## config.mk

```make
export PLATFORM = sky130hd
export DESIGN_NAME = uwire_seq_reader
export DESIGN_NICKNAME = d
export VERILOG_FILES = /design/src/rtl/uwr_pkg.sv /design/src/rtl/uwr_pacer.sv /design/src/rtl/uwr_shreg.sv /design/src/rtl/uwire_seq_reader.sv
export SDC_FILE = /design/constraint.sdc
export NUM_CORES = 1
export LEC_CHECK = 0
export CORE_MARGIN = 2
export CORE_UTILIZATION = 63
export CTS_CLUSTER_SIZE = 40
export DETAILED_ROUTE_END_ITERATION = 10
export DONT_BUFFER_PORTS = 1
export PLACE_DENSITY = 0.85
export REMOVE_ABC_BUFFERS = 1
export SLEW_MARGIN = 20
export SYNTH_ARGS = -nofsm -noshare
export SYNTH_HDL_FRONTEND = slang
export SYNTH_SLANG_ARGS = --single-unit
```

## constraint.sdc

```tcl
create_clock -name clk -period 3 [get_ports clk]
set_clock_uncertainty 0.15 [all_clocks]
set_input_delay 0.3 -clock clk [delete_from_list [all_inputs] [get_ports clk]]
set_output_delay 0.3 -clock clk [all_outputs]
set_load 0.1 [all_outputs]
```

## src/rtl/uwr_pkg.sv

```systemverilog
package uwr_pkg;

   localparam int WORD_W  = 16;
   localparam int CMD_LEN = 3;
   // start bit followed by the read opcode, sent from bit 2 down
   localparam logic [CMD_LEN-1:0] READ_CMD = 3'b110;

   typedef enum logic [2:0] {
      ST_IDLE,
      ST_PRE,
      ST_CMD,
      ST_ADDR,
      ST_READ,
      ST_TEAR,
      ST_GAP
   } uwr_state_e;

   typedef enum logic [1:0] {
      P_OFF,
      P_LOW,
      P_HIGH
   } uwr_phase_e;

endpackage

```

## src/rtl/uwr_pacer.sv

```systemverilog
module uwr_pacer
   import uwr_pkg::*;
#(
   parameter int LO_CYC = 63,
   parameter int HI_CYC = 188,
   parameter int CS_CYC = 250
) (
   input  logic clk,
   input  logic rst_n,
   input  logic launch,
   input  logic long_low,
   input  logic low_only,
   output logic sclk,
   output logic sample,
   output logic slot_end
);

   localparam int MAX_CYC = (CS_CYC > LO_CYC) ? ((CS_CYC > HI_CYC) ? CS_CYC : HI_CYC)
                                             : ((LO_CYC > HI_CYC) ? LO_CYC : HI_CYC);
   localparam int CW = $clog2(MAX_CYC + 1);

   if (LO_CYC < 1 || HI_CYC < 1 || CS_CYC < 1) begin : g_bad_div
      $error("uwr_pacer: divider counts must be at least 1");
   end

   uwr_phase_e      phase, phase_n;
   logic [CW-1:0]   cnt, cnt_n;
   logic            lo_only_q;
   logic            last;

   assign last     = (cnt == '0);
   assign sample   = (phase == P_LOW) && last;
   assign slot_end = last && ((phase == P_HIGH) || ((phase == P_LOW) && lo_only_q));

   always_comb begin
      phase_n = phase;
      cnt_n   = cnt;
      if (launch) begin
         phase_n = P_LOW;
         cnt_n   = long_low ? CW'(CS_CYC - 1) : CW'(LO_CYC - 1);
      end else begin
         case (phase)
            P_LOW: begin
               if (last) begin
                  phase_n = lo_only_q ? P_OFF : P_HIGH;
                  cnt_n   = CW'(HI_CYC - 1);
               end else begin
                  cnt_n = cnt - CW'(1);
               end
            end
            P_HIGH: begin
               if (last) phase_n = P_OFF;
               else      cnt_n   = cnt - CW'(1);
            end
            default: ;
         endcase
      end
   end

   always_ff @(posedge clk or negedge rst_n) begin
      if (!rst_n) begin
         phase     <= P_OFF;
         cnt       <= '0;
         lo_only_q <= 1'b0;
         sclk      <= 1'b0;
      end else begin
         phase <= phase_n;
         cnt   <= cnt_n;
         sclk  <= (phase_n == P_HIGH);
         if (launch) lo_only_q <= low_only;
      end
   end

   AST_SAMPLE_IN_LOW: assert property (@(posedge clk) disable iff (!rst_n)
      sample |-> !sclk);

   AST_LAUNCH_ALIGNED: assert property (@(posedge clk) disable iff (!rst_n)
      launch |-> ((phase == P_OFF) || slot_end));

   AST_HIGH_SETTLED: assert property (@(posedge clk) disable iff (!rst_n)
      (phase == P_HIGH) |-> sclk);

endmodule

```

## src/rtl/uwr_shreg.sv

```systemverilog
module uwr_shreg #(
   parameter int W = 16
) (
   input  logic         clk,
   input  logic         rst_n,
   input  logic         shift,
   input  logic         din,
   output logic [W-1:0] q
);

   if (W < 2) begin : g_bad_w
      $error("uwr_shreg: width must be at least 2");
   end

   for (genvar i = 0; i < W; i++) begin : g_bit
      logic nxt;
      if (i == 0) begin : g_in
         assign nxt = din;
      end else begin : g_chain
         assign nxt = q[i-1];
      end
      always_ff @(posedge clk or negedge rst_n) begin
         if (!rst_n)     q[i] <= 1'b0;
         else if (shift) q[i] <= nxt;
      end
   end

endmodule

```

## src/rtl/uwire_seq_reader.sv

```systemverilog
module uwire_seq_reader
   import uwr_pkg::*;
#(
   parameter int AW     = 6,
   parameter int LO_CYC = 63,
   parameter int HI_CYC = 188,
   parameter int CS_CYC = 250
) (
   input  logic              clk,
   input  logic              rst_n,
   input  logic              start,
   input  logic [AW-1:0]     start_addr,
   input  logic [AW:0]       word_count,
   output logic              ee_cs,
   output logic              ee_sclk,
   output logic              ee_di,
   input  logic              ee_do,
   output logic              busy,
   output logic              done,
   output logic              word_valid,
   output logic [WORD_W-1:0] word_data,
   output logic [AW-1:0]     word_index
);

   localparam int RD_BITS = WORD_W + 1;
   localparam int CNT_W   = AW + 1;
   localparam int BIT_W   = $clog2(RD_BITS);
   localparam logic [BIT_W-1:0] LAST_RD  = BIT_W'(RD_BITS - 1);
   localparam logic [BIT_W-1:0] LAST_CMD = BIT_W'(CMD_LEN - 1);
   localparam logic [BIT_W-1:0] TOP_ADR  = BIT_W'(AW - 1);

   if (AW != 6 && AW != 8) begin : g_bad_aw
      $error("uwire_seq_reader: AW must be 6 or 8");
   end

   uwr_state_e          st;
   logic [BIT_W-1:0]    bit_q;
   logic [AW-1:0]       addr_q, asr_q;
   logic [CMD_LEN-1:0]  csr_q;
   logic [CNT_W-1:0]    left_q;
   logic                launch, long_low, low_only;
   logic                sample, slot_end;
   logic                accept, finish, rd_shift;
   logic [WORD_W-1:0]   sh_q;

   assign accept   = (st == ST_IDLE) && start && (word_count != '0);
   assign finish   = (st == ST_GAP) && slot_end && (left_q == CNT_W'(1));
   assign launch   = accept || (slot_end && !finish);
   assign long_low = (st == ST_IDLE) || (st == ST_GAP);
   assign low_only = (st == ST_TEAR);
   assign rd_shift = sample && (st == ST_READ);

   uwr_pacer #(
      .LO_CYC (LO_CYC),
      .HI_CYC (HI_CYC),
      .CS_CYC (CS_CYC)
   ) u_pacer (
      .clk      (clk),
      .rst_n    (rst_n),
      .launch   (launch),
      .long_low (long_low),
      .low_only (low_only),
      .sclk     (ee_sclk),
      .sample   (sample),
      .slot_end (slot_end)
   );

   uwr_shreg #(
      .W (WORD_W)
   ) u_shreg (
      .clk   (clk),
      .rst_n (rst_n),
      .shift (rd_shift),
      .din   (ee_do),
      .q     (sh_q)
   );

   always_ff @(posedge clk or negedge rst_n) begin
      if (!rst_n) begin
         st         <= ST_IDLE;
         bit_q      <= '0;
         addr_q     <= '0;
         asr_q      <= '0;
         csr_q      <= '0;
         left_q     <= '0;
         ee_cs      <= 1'b0;
         ee_di      <= 1'b0;
         busy       <= 1'b0;
         done       <= 1'b0;
         word_valid <= 1'b0;
         word_data  <= '0;
         word_index <= '0;
      end else begin
         done       <= 1'b0;
         word_valid <= 1'b0;
         if (rd_shift && (bit_q == LAST_RD)) begin
            word_valid <= 1'b1;
            word_data  <= {sh_q[WORD_W-2:0], ee_do};
         end
         case (st)
            ST_IDLE: begin
               if (start) begin
                  if (word_count == '0) begin
                     done <= 1'b1;
                  end else begin
                     st         <= ST_PRE;
                     busy       <= 1'b1;
                     ee_cs      <= 1'b1;
                     ee_di      <= 1'b0;
                     addr_q     <= start_addr;
                     left_q     <= word_count;
                     word_index <= '0;
                  end
               end
            end
            ST_PRE: begin
               if (slot_end) begin
                  st    <= ST_CMD;
                  bit_q <= '0;
                  ee_di <= READ_CMD[CMD_LEN-1];
                  csr_q <= READ_CMD << 1;
               end
            end
            ST_CMD: begin
               if (slot_end) begin
                  if (bit_q == LAST_CMD) begin
                     st    <= ST_ADDR;
                     bit_q <= TOP_ADR;
                     ee_di <= addr_q[AW-1];
                     asr_q <= addr_q << 1;
                  end else begin
                     bit_q <= bit_q + BIT_W'(1);
                     ee_di <= csr_q[CMD_LEN-1];
                     csr_q <= csr_q << 1;
                  end
               end
            end
            ST_ADDR: begin
               if (slot_end) begin
                  if (bit_q == '0) begin
                     st    <= ST_READ;
                     ee_di <= 1'b0;
                  end else begin
                     bit_q <= bit_q - BIT_W'(1);
                     ee_di <= asr_q[AW-1];
                     asr_q <= asr_q << 1;
                  end
               end
            end
            ST_READ: begin
               if (slot_end) begin
                  if (bit_q == LAST_RD) begin
                     st    <= ST_TEAR;
                     ee_cs <= 1'b0;
                  end else begin
                     bit_q <= bit_q + BIT_W'(1);
                  end
               end
            end
            ST_TEAR: begin
               if (slot_end) st <= ST_GAP;
            end
            ST_GAP: begin
               if (slot_end) begin
                  if (left_q == CNT_W'(1)) begin
                     st   <= ST_IDLE;
                     busy <= 1'b0;
                     done <= 1'b1;
                  end else begin
                     st         <= ST_PRE;
                     ee_cs      <= 1'b1;
                     ee_di      <= 1'b0;
                     addr_q     <= addr_q + AW'(1);
                     left_q     <= left_q - CNT_W'(1);
                     word_index <= word_index + AW'(1);
                  end
               end
            end
            default: st <= ST_IDLE;
         endcase
      end
   end

   AST_CS_NEEDS_BUSY: assert property (@(posedge clk) disable iff (!rst_n)
      ee_cs |-> busy);

   AST_CS_RISES_CLK_LOW: assert property (@(posedge clk) disable iff (!rst_n)
      $rose(ee_cs) |-> !ee_sclk);

   AST_VALID_SINGLE: assert property (@(posedge clk) disable iff (!rst_n)
      word_valid |=> !word_valid);

   AST_DATA_HELD: assert property (@(posedge clk) disable iff (!rst_n)
      !word_valid |-> $stable(word_data));

   AST_DONE_SINGLE: assert property (@(posedge clk) disable iff (!rst_n)
      done |=> !done);

   AST_ZERO_COUNT: assert property (@(posedge clk) disable iff (!rst_n)
      (start && !busy && (word_count == '0)) |=> (done && !ee_cs && !busy));

   AST_DONE_ENDS_BUSY: assert property (@(posedge clk) disable iff (!rst_n)
      done |-> !busy);

endmodule

```

### Word level (Yosys, flattened, before mapping)

Cells that the tools add are included.

* add/sub/neg operators: 6
* equal/unequal tests: 29
* mux-type cells: 81
* reductions and logical operators: 35

Operator list (count)
* 2-to-1 mux 6 bit: 12
* 2-to-1 mux 3 bit: 14
* case mux 6 bit (2 select lines): 3
* 2-to-1 mux 5 bit: 7
* 2-to-1 mux 8 bit: 4
* != test 2 bit (second input constant): 15
* 2-to-1 mux 7 bit: 4
* 2-to-1 mux 1 bit: 23
* case mux 3 bit (7 select lines): 1
* case mux 5 bit (4 select lines): 1
* case mux 8 bit (2 select lines): 1
* AND reduction 5 bit: 3
* case mux 7 bit (2 select lines): 1
* AND reduction 7 bit: 2
* adder 6 x 1 -> 6 bit (second input constant): 2
* AND reduction 11 bit: 1
* logical AND 1 bit: 10
* == test 3 bit (second input constant): 3
* zero test 8 bit: 1
* 2-to-1 mux 2 bit: 4
* AND reduction 8 bit: 1
* subtractor 8 x 1 -> 8 bit (second input constant): 1
* == test 7 x 1 -> 1 bit (second input constant): 1
* zero test 7 bit: 1
* other kinds (27): 35

* flip-flop bits (word level): 84
* output and inout port bits: 28
* word-level logic and storage cells: 183

### Depth between registers and ports, before layout

Gate-level depths: netlist (run 1).

* depth after elaboration: 11
* gate-level depth with buffers: 11
* mapped depth without buffers: 7

### By module

Synthesis (run 1) repeated with hierarchy kept, for this count alone.

* cell total of the unflattened synthesis: 449
* area total of the unflattened synthesis: 4608.2 µm²

By module, submodules not included
* uwire_seq_reader: times used 1, cells each 316, area an instance 3055.4 µm²
* uwr_pacer: times used 1, cells each 84, area an instance 790.8 µm²
* uwr_shreg: times used 1, cells each 49, area an instance 762.0 µm²

### Least setup slack after synthesis (run 1)

Ideal clock, no wire load.

* kind: register -> register
* start: register u_pacer.cnt[0]
* end: register st[0]
* setup time: 82 ps
* arrival: 2497 ps
* path slack: 271 ps
* cell stages (with the launch flop): 10
* buffers on the path: 2
* path through: dfrtp_1 -> inv_1 -> ha_1 -> or3b_1 -> buf_2 -> or4_4 -> buf_6 -> a211o_1 -> or3_1 -> o22ai_1

* word-level cells in the longest chain between the ends: 4

RTL lines
* from (decl): line uwr_pacer.sv:27 `logic [CW-1:0] cnt, cnt_n;`
* from (signal assigned): line uwr_pacer.sv:68 `cnt <= cnt_n;`
* zero test 8 bit *: line uwr_pacer.sv:31 `assign last = (cnt == '0);`
* logical AND 1 bit *: line uwr_pacer.sv:33 `assign slot_end = last && ((phase == P_HIGH) || ((phase == P_LOW) && lo_only_q));`
* != test 2 bit (no line)
* AND reduction 11 bit (no line) *
* to (signal assigned): line uwire_seq_reader.sv:80 `st <= ST_IDLE;`
* to (signal assigned): line uwire_seq_reader.sv:106 `st <= ST_PRE;`
* to (signal assigned): line uwire_seq_reader.sv:118 `st <= ST_CMD;`
* to (decl): line uwire_seq_reader.sv:36 `uwr_state_e st;`

Mark *: on every way between the ends. The rest lies on a longest branch, timed or not.
A chain may end at the register's enable or synchronous reset.

### Worst setup path after layout (run 1)

Ends and elaborated chain as after synthesis.

==> impl_metrics.toml, run 1 <==
[layout]
fillers = 436
fin_util_pct = 74.2
ff_latch_area_mm2 = 0.00203
post_route_cells_drive_above_1_share_pct = 18.1
layout.cells.most_common_list = "81 x dfrtp_1, 37 x nand2_1, 34 x mux2_2"
layout.cells.most_common = "dfrtp_1"
final_design_area_no_fill_mm2 = 0.00474
diodes = 0
syn_to_final_growth_pct = 12.8
multi_input_comb_area_mm2 = 0.00201
fin_nets = 476

[floorplan]
boundaryPins = 45
floorplan.initialDensity_pct = 65.8
design.die.area_mm2 = 0.00733
coreArea_mm2 = 0.00639
rows = 29
die_w_um = 85.6
die_h_um = 85.6

[place]
dpl_cell_area_mm2 = 0.00436
detailedPlacementHpwl_um = 6370
post-place-ws_ns = 0.199
gp_congestion = 0.895
numPortBuffers = 0

[synthesis]
yosys_most_used_dff = "dfrtp_1"
post_synthesis_instance_area_mm2 = 0.00420
dominant_combinational_cell_family_by_area_after_synthesis = "simple AND/OR/NAND/NOR gates"
synth_sequential_area_ratio_pct = 48.3
netlist-cell-type-count = 57
synth-async-reset-ratio_pct = 100
number_of_enable_type_register_cells_in_the_synthesized_netlist = 0
syn_inst = 421
synth_warnings = 0
synth-compound-area-share_pct = 16.5
synthMuxAreaShare_pct = 10.1
syn-mean-instance-area_um2 = 9.97
fraction_of_the_mapped_netlist_area_in_simple_logic_gates_pct = 17.0
register_bit_total_from_synthesis = 81
synth_xor_area_share_pct = 1.04
yosys.area_share.adder_pct = 3.28

[grt]
grt_antenna_before_repair = 0
grt_pass1_vias = 3414
grt_pass1_wl_um = 16200
overflow_after_grt = 0
track_usage_pct = 27.9
grt_start_max_net_pins = 82

[critical_path]
rrSetupSlack_ns = 0.15
cp_data_arrival_time_ns = 2.98
worstPathMaxFanout = 8
timing.critical_path.required_ns = 3.12
number_of_cells_on_the_worst_reg_to_reg_path = 7
crit_path_end_kind = "flop"
worst_setup_path_start_kind = "flop"
criticalPathCategory = "flop to flop"

[timing]
timing.final.hold_violations = 0
post-route-min-period_ns = 2.85
post-route-period-util_pct = 95.1
timing.final.setup_violations = 0
setup_slack_ns = 0.148
rsz_0062_raised_after_global_routing = "false"
final_layout_worst_hold_slack_ns = 0.0330
worst-slew-pin-transition_ns = 0.961
timing.max_slew.rel_slack_pct = 35.9
slew_violations = 0
fmax_ghz = 0.351

[clock_network]
worst_setup_hold_path_clk_slew_ns = 0.10
cts.sink_count = 81
cts_inserted_buffers = 9
tritoncts_clock_tree = "built"
clk_root_buf = "clkbuf_8"
clock_path_buffers = 2
cts.htree.levels = 3
worst_skew_pair.late_latency_ns = 0.36

[drt]
drt_first_iter_violations = 328
routedWlPerCell_um = 17.8
postRouteAntennaNets = 0
wirelength_um = 9440
dr.pass1.iters = 6
drt-vias-per-instance = 6.50
drcViolationCount = 0
vias = 3443

[run]
drv_cap = 0

[power_and_ir_drop]
totalPowerFinal_uw = 3750
total_leakage_power_uw = 0.00214
p_per_area_mw_per_mm2 = 791
vdd.ir_drop.worst_v = 0.000695

[min_path]
min_path_cells = 2
min_path_type = "input port to flop"

[run_status]
status = "complete, no violations"
## synthesized netlist by cell type (2+ instances only)
cell,n,area share (%)
dfrtp_1,81,48
nand2_1,37,3.3
mux2_2,34,9.1
nor2_1,31,2.8
o21ai_0,28,3.3
a21oi_1,25,3.0
nor3_1,17,2.0
nand3_1,16,1.9
clkbuf_1,15,1.3
inv_1,15,1.3
ha_1,11,3.3
a31oi_1,7,1.0
o22ai_1,7,1.0
a21o_1,5,0.89
o211ai_1,5,0.89
a221o_1,4,0.95
a221oi_1,4,0.83
and3_1,4,0.60
buf_2,4,0.48
mux2i_1,4,0.95
nand4_1,4,0.60
nor4_1,4,0.60
o31ai_1,4,0.72
or3_1,4,0.60
nor3b_1,3,0.54
xnor2_1,3,0.63
a2bb2oi_1,2,0.42
a311oi_1,2,0.42
and2_1,2,0.30
and3b_1,2,0.42
buf_6,2,0.54
nand2b_1,2,0.30
nor4b_1,2,0.42
o21bai_1,2,0.36
o2bb2ai_1,2,0.42
o31a_1,2,0.42
or2_2,2,0.30
or3b_2,2,0.42
or4_1,2,0.36
xor2_1,2,0.42
## critical path, stage by stage, from the launching register on
cell and delay, ns:
dfrtp_1 0.42, inv_1 0.09, ha_1 0.20, or3b_1 0.46, or4_4 0.62, a211o_1 0.34
or3_1 0.34, o22ai_1 0.14
## flip-flops by register name, indices dropped and copies added, names as in the netlist, 5 cells and up
| register | count |
|---|---|
| word_data | 16 |
| u_shreg.g_bit.nxt | 15 |
| u_pacer.cnt | 8 |
| left_q | 7 |
| addr_q | 6 |
| word_index | 6 |
| asr_q | 5 |
| bit_q | 5 |
## logic make-up after synthesis
family / after synthesis
xor+xnor: 5
buf+inv: 37
fa+ha+maj: 11
simple gates: 141
flops: 81
mux: 38
compound gates: 108
## power breakdown
part	total, uW	switching (uW)	internal, uW
clock	839	439	401
combinational	1250	795	450
sequential	1660	379	1290
## routing by layer
metal / up-vias / wire length [um] / GRT usage [%]
li1: 1605 / - / -
met1: 1649 / 3860 / 35.8
met2: 172 / 4780 / 47.4
met3: 17 / 659 / 5.97
met4: 0 / 151 / 9.24
met5: - / 0 / 0
## final cells by class
cell class / count / area share, %
Clock buffer: 9 / 2.61
Clock inverter: 7 / 1.77
Inverter: 15 / 1.19
Multi-Input combinational cell: 303 / 42.4
Sequential cell: 81 / 42.8
Tap cell: 77 / 2.03
Timing Repair Buffer: 38 / 7.18
## per-stage QoR
stage                     TNS (ns)  std cells
after floorplan              -1.35        399
after global placement           0        499
after detailed placement         0        499
after CTS                        0        530
after global routing             0        530
final                            0        530
## path summary, 6_finish.rpt
kind                                startpoint                end
worst max-delay path            u_pacer.cnt[0]              st[0]
worst min-delay path             start_addr[5]          addr_q[5]
worst max register to register  u_pacer.cnt[0]              st[0]
worst min register to register        asr_q[1]           asr_q[1]
max in group asynchronous                rst_n          addr_q[0]
min in group asynchronous                rst_n  u_pacer.lo_only_q
## repair_timing
| item | CTS | global route |
|---|---|---|
| endpoints found under the setup margin | 0 | 2 |
| hold buffers | 15 | 0 |
| gates resized for setup | 0 | 1 |
| hold endpoints to repair | 95 | 0 |
| setup buffers | 0 | 0 |
Note: power is estimated with default switching activity, not from simulation.
==> run 2, diff against run 1 <==
CORE_UTILIZATION = 65   (was 63)
PLACE_DENSITY = 0.87   (was 0.85)
SLEW_MARGIN = default   (was 20)
clock period = 3.5 ns   (was 3 ns; I/O delays follow)
==> impl_metrics.toml, run 2 (same netlist as run 1, synthesis figures left out) <==
[floorplan]
floorplan.initialDensity_pct = 66.5
boundaryPins = 45
die_w_um = 84.4
die_h_um = 84.4
design.die.area_mm2 = 0.00712
rows = 29
coreArea_mm2 = 0.00631

[timing]
fmax_ghz = 0.353
timing.setup.tns_ns = 0
post-route-min-period_ns = 2.84
timing.final.hold_violations = 0
timing.max_slew.rel_slack_pct = 36.4
timing.final.setup_violations = 0
worst-slew-pin-transition_ns = 0.954
slew_violations = 0
post-route-period-util_pct = 81.0
rsz_0062_raised_after_global_routing = "false"

[min_path]
min_path_cells = 1
min_path_type = "input port to flop"

[power_and_ir_drop]
p_per_area_mw_per_mm2 = 715
total_leakage_power_uw = 0.00209
power.switching_fraction_pct = 40.8
cell_internal_power_dissipation_uw = 1960
totalPowerFinal_uw = 3310
pwr-share-comb_pct = 30.0
sequential_share_of_power_pct = 44.6
clock_power_share_pct = 25.4
power.switching_uw = 1350
vdd.ir_drop.worst_v = 0.000929

[place]
numPortBuffers = 0
detailedPlacementHpwl_um = 6180
gp_congestion = 0.900

[critical_path]
cp_data_arrival_time_ns = 2.97
timing.critical_path.required_ns = 3.63
worstPathMaxFanout = 8
criticalPathCategory = "flop to flop"
critPathBufInv = 1
worst_setup_path_start_kind = "flop"
critical_path_cell_count = 7
crit_path_end_kind = "flop"
number_of_cells_on_the_worst_reg_to_reg_path = 7
cp_common_cell = "o21ai_0"
timing.critical_path.max_delay_family = "simple AND/OR/NAND/NOR gates"
timing.critical_path.cells = "inv_1 -> ha_1 -> or3b_1 -> or4_4 -> o21ai_0 -> o21ai_0 -> nand2_1"
crit_path_max_incr_delay_ns = 0.62
slowest_cell_on_the_critical_path = "or4_4"

[clock_network]
tritoncts_clock_tree = "built"
cts.sink_count = 81
post_cts_resized = 0
cts_inserted_buffers = 9
worst_setup_hold_path_clk_slew_ns = 0.08
clk_root_buf = "clkbuf_8"
clock_path_buffers = 2
cts.htree.levels = 3
worst_skew_pair.late_latency_ns = 0.35

[grt]
grt_start_max_net_pins = 82
grt_pass1_vias = 3315
overflow_after_grt = 0
grt_pass1_wl_um = 15400
track_usage_pct = 26.7
grt_antenna_before_repair = 0

[drt]
dr.pass1.iters = 4
vias = 3363
wirelength_um = 9040
postRouteAntennaNets = 0
routedWlPerCell_um = 17.6
drt-vias-per-instance = 6.56
drt_first_iter_violations = 359
drcViolationCount = 0

[layout]
syn_to_final_growth_pct = 10.2
layout.cells.most_common = "dfrtp_1"
flip_flop_count_of_the_largest_register_all_copies_and_words_added = 16
top_register = "word_data"
multi_input_comb_area_mm2 = 0.00201
fillers = 449
post_route_cells_drive_above_1_share_pct = 17.2
ff_latch_area_mm2 = 0.00203
fin_nets = 459
diodes = 0
layout.cells.most_common_list = "81 x dfrtp_1, 37 x nand2_1, 34 x mux2_2"

[run]
drv_cap = 0

[run_status]
status = "complete, no violations"
-- run 2: repair_timing --
action | CTS | global route
endpoints found under the hold margin | 85 | 0
hold buffers | 5 | 0
buffers inserted | 0 | 0
-- run 2: final timing paths --
path                                 from                    to  slack [ns]
max                        u_pacer.cnt[0]        u_pacer.cnt[6]        0.66
min                         word_count[6]             left_q[6]       0.009
max reg2reg                u_pacer.cnt[0]        u_pacer.cnt[6]        0.66
min reg2reg                      asr_q[1]              asr_q[1]        0.34
max in group asynchronous           rst_n        u_pacer.cnt[5]        2.48
min in group asynchronous           rst_n  u_shreg.g_bit[3].nxt        0.42
-- run 2: cell type report --
| type | instances | share of cell area [%] |
|---|---|---|
| clock buffers | 10 | 2.97 |
| clock inverters | 6 | 2.43 |
| inverters | 15 | 1.22 |
| multi-input cells | 303 | 43.4 |
| flip-flops and latches | 81 | 43.8 |
| well taps | 77 | 2.08 |
| repair buffers | 21 | 4.06 |
-- run 2: worst reg2reg max path, cell delays in order, from the launching register on --
cell and delay (ns):
dfrtp_1 0.41, inv_1 0.09, ha_1 0.20, or3b_1 0.45
or4_4 0.62, o21ai_0 0.55, o21ai_0 0.18, nand2_1 0.11
-- run 2: metrics by stage --
step | setup slack, ns | util (%) | hold slack [ns] | cell area, um2 | cells
after floorplan | 0.416 | - | -0.0956 | 4090 | 399
after global placement | 0.792 | 68.3 | -0.0935 | 4310 | 492
after detailed placement | 0.689 | 68.3 | -0.0939 | 4310 | 492
after CTS | 0.677 | 73.3 | 0.000417 | 4630 | 513
after global routing | 0.476 | 73.3 | 0.0178 | 4630 | 513
final | 0.663 | 73.3 | 0.00907 | 4630 | 513
-- run 2: layer usage --
metal  track usage (%)  part of all wire (%)  vias up
met1              35.7                    43     1639
met3              5.21                   6.3       18
met4              11.3                   2.0        0
met2              43.1                    48      136
li1                  -                     -     1570
met5                 0                     0        -
-- run 2: power groups by stage --
stage / registers (uW) / logic [uW] / clock network, uW
after CTS: 1470 / 985 / 851
after global placement: 1470 / 912 / 0
final: 1480 / 993 / 839
after global routing: 1500 / 1100 / 886
after floorplan: 1590 / 596 / 0
after detailed placement: 1490 / 949 / 0
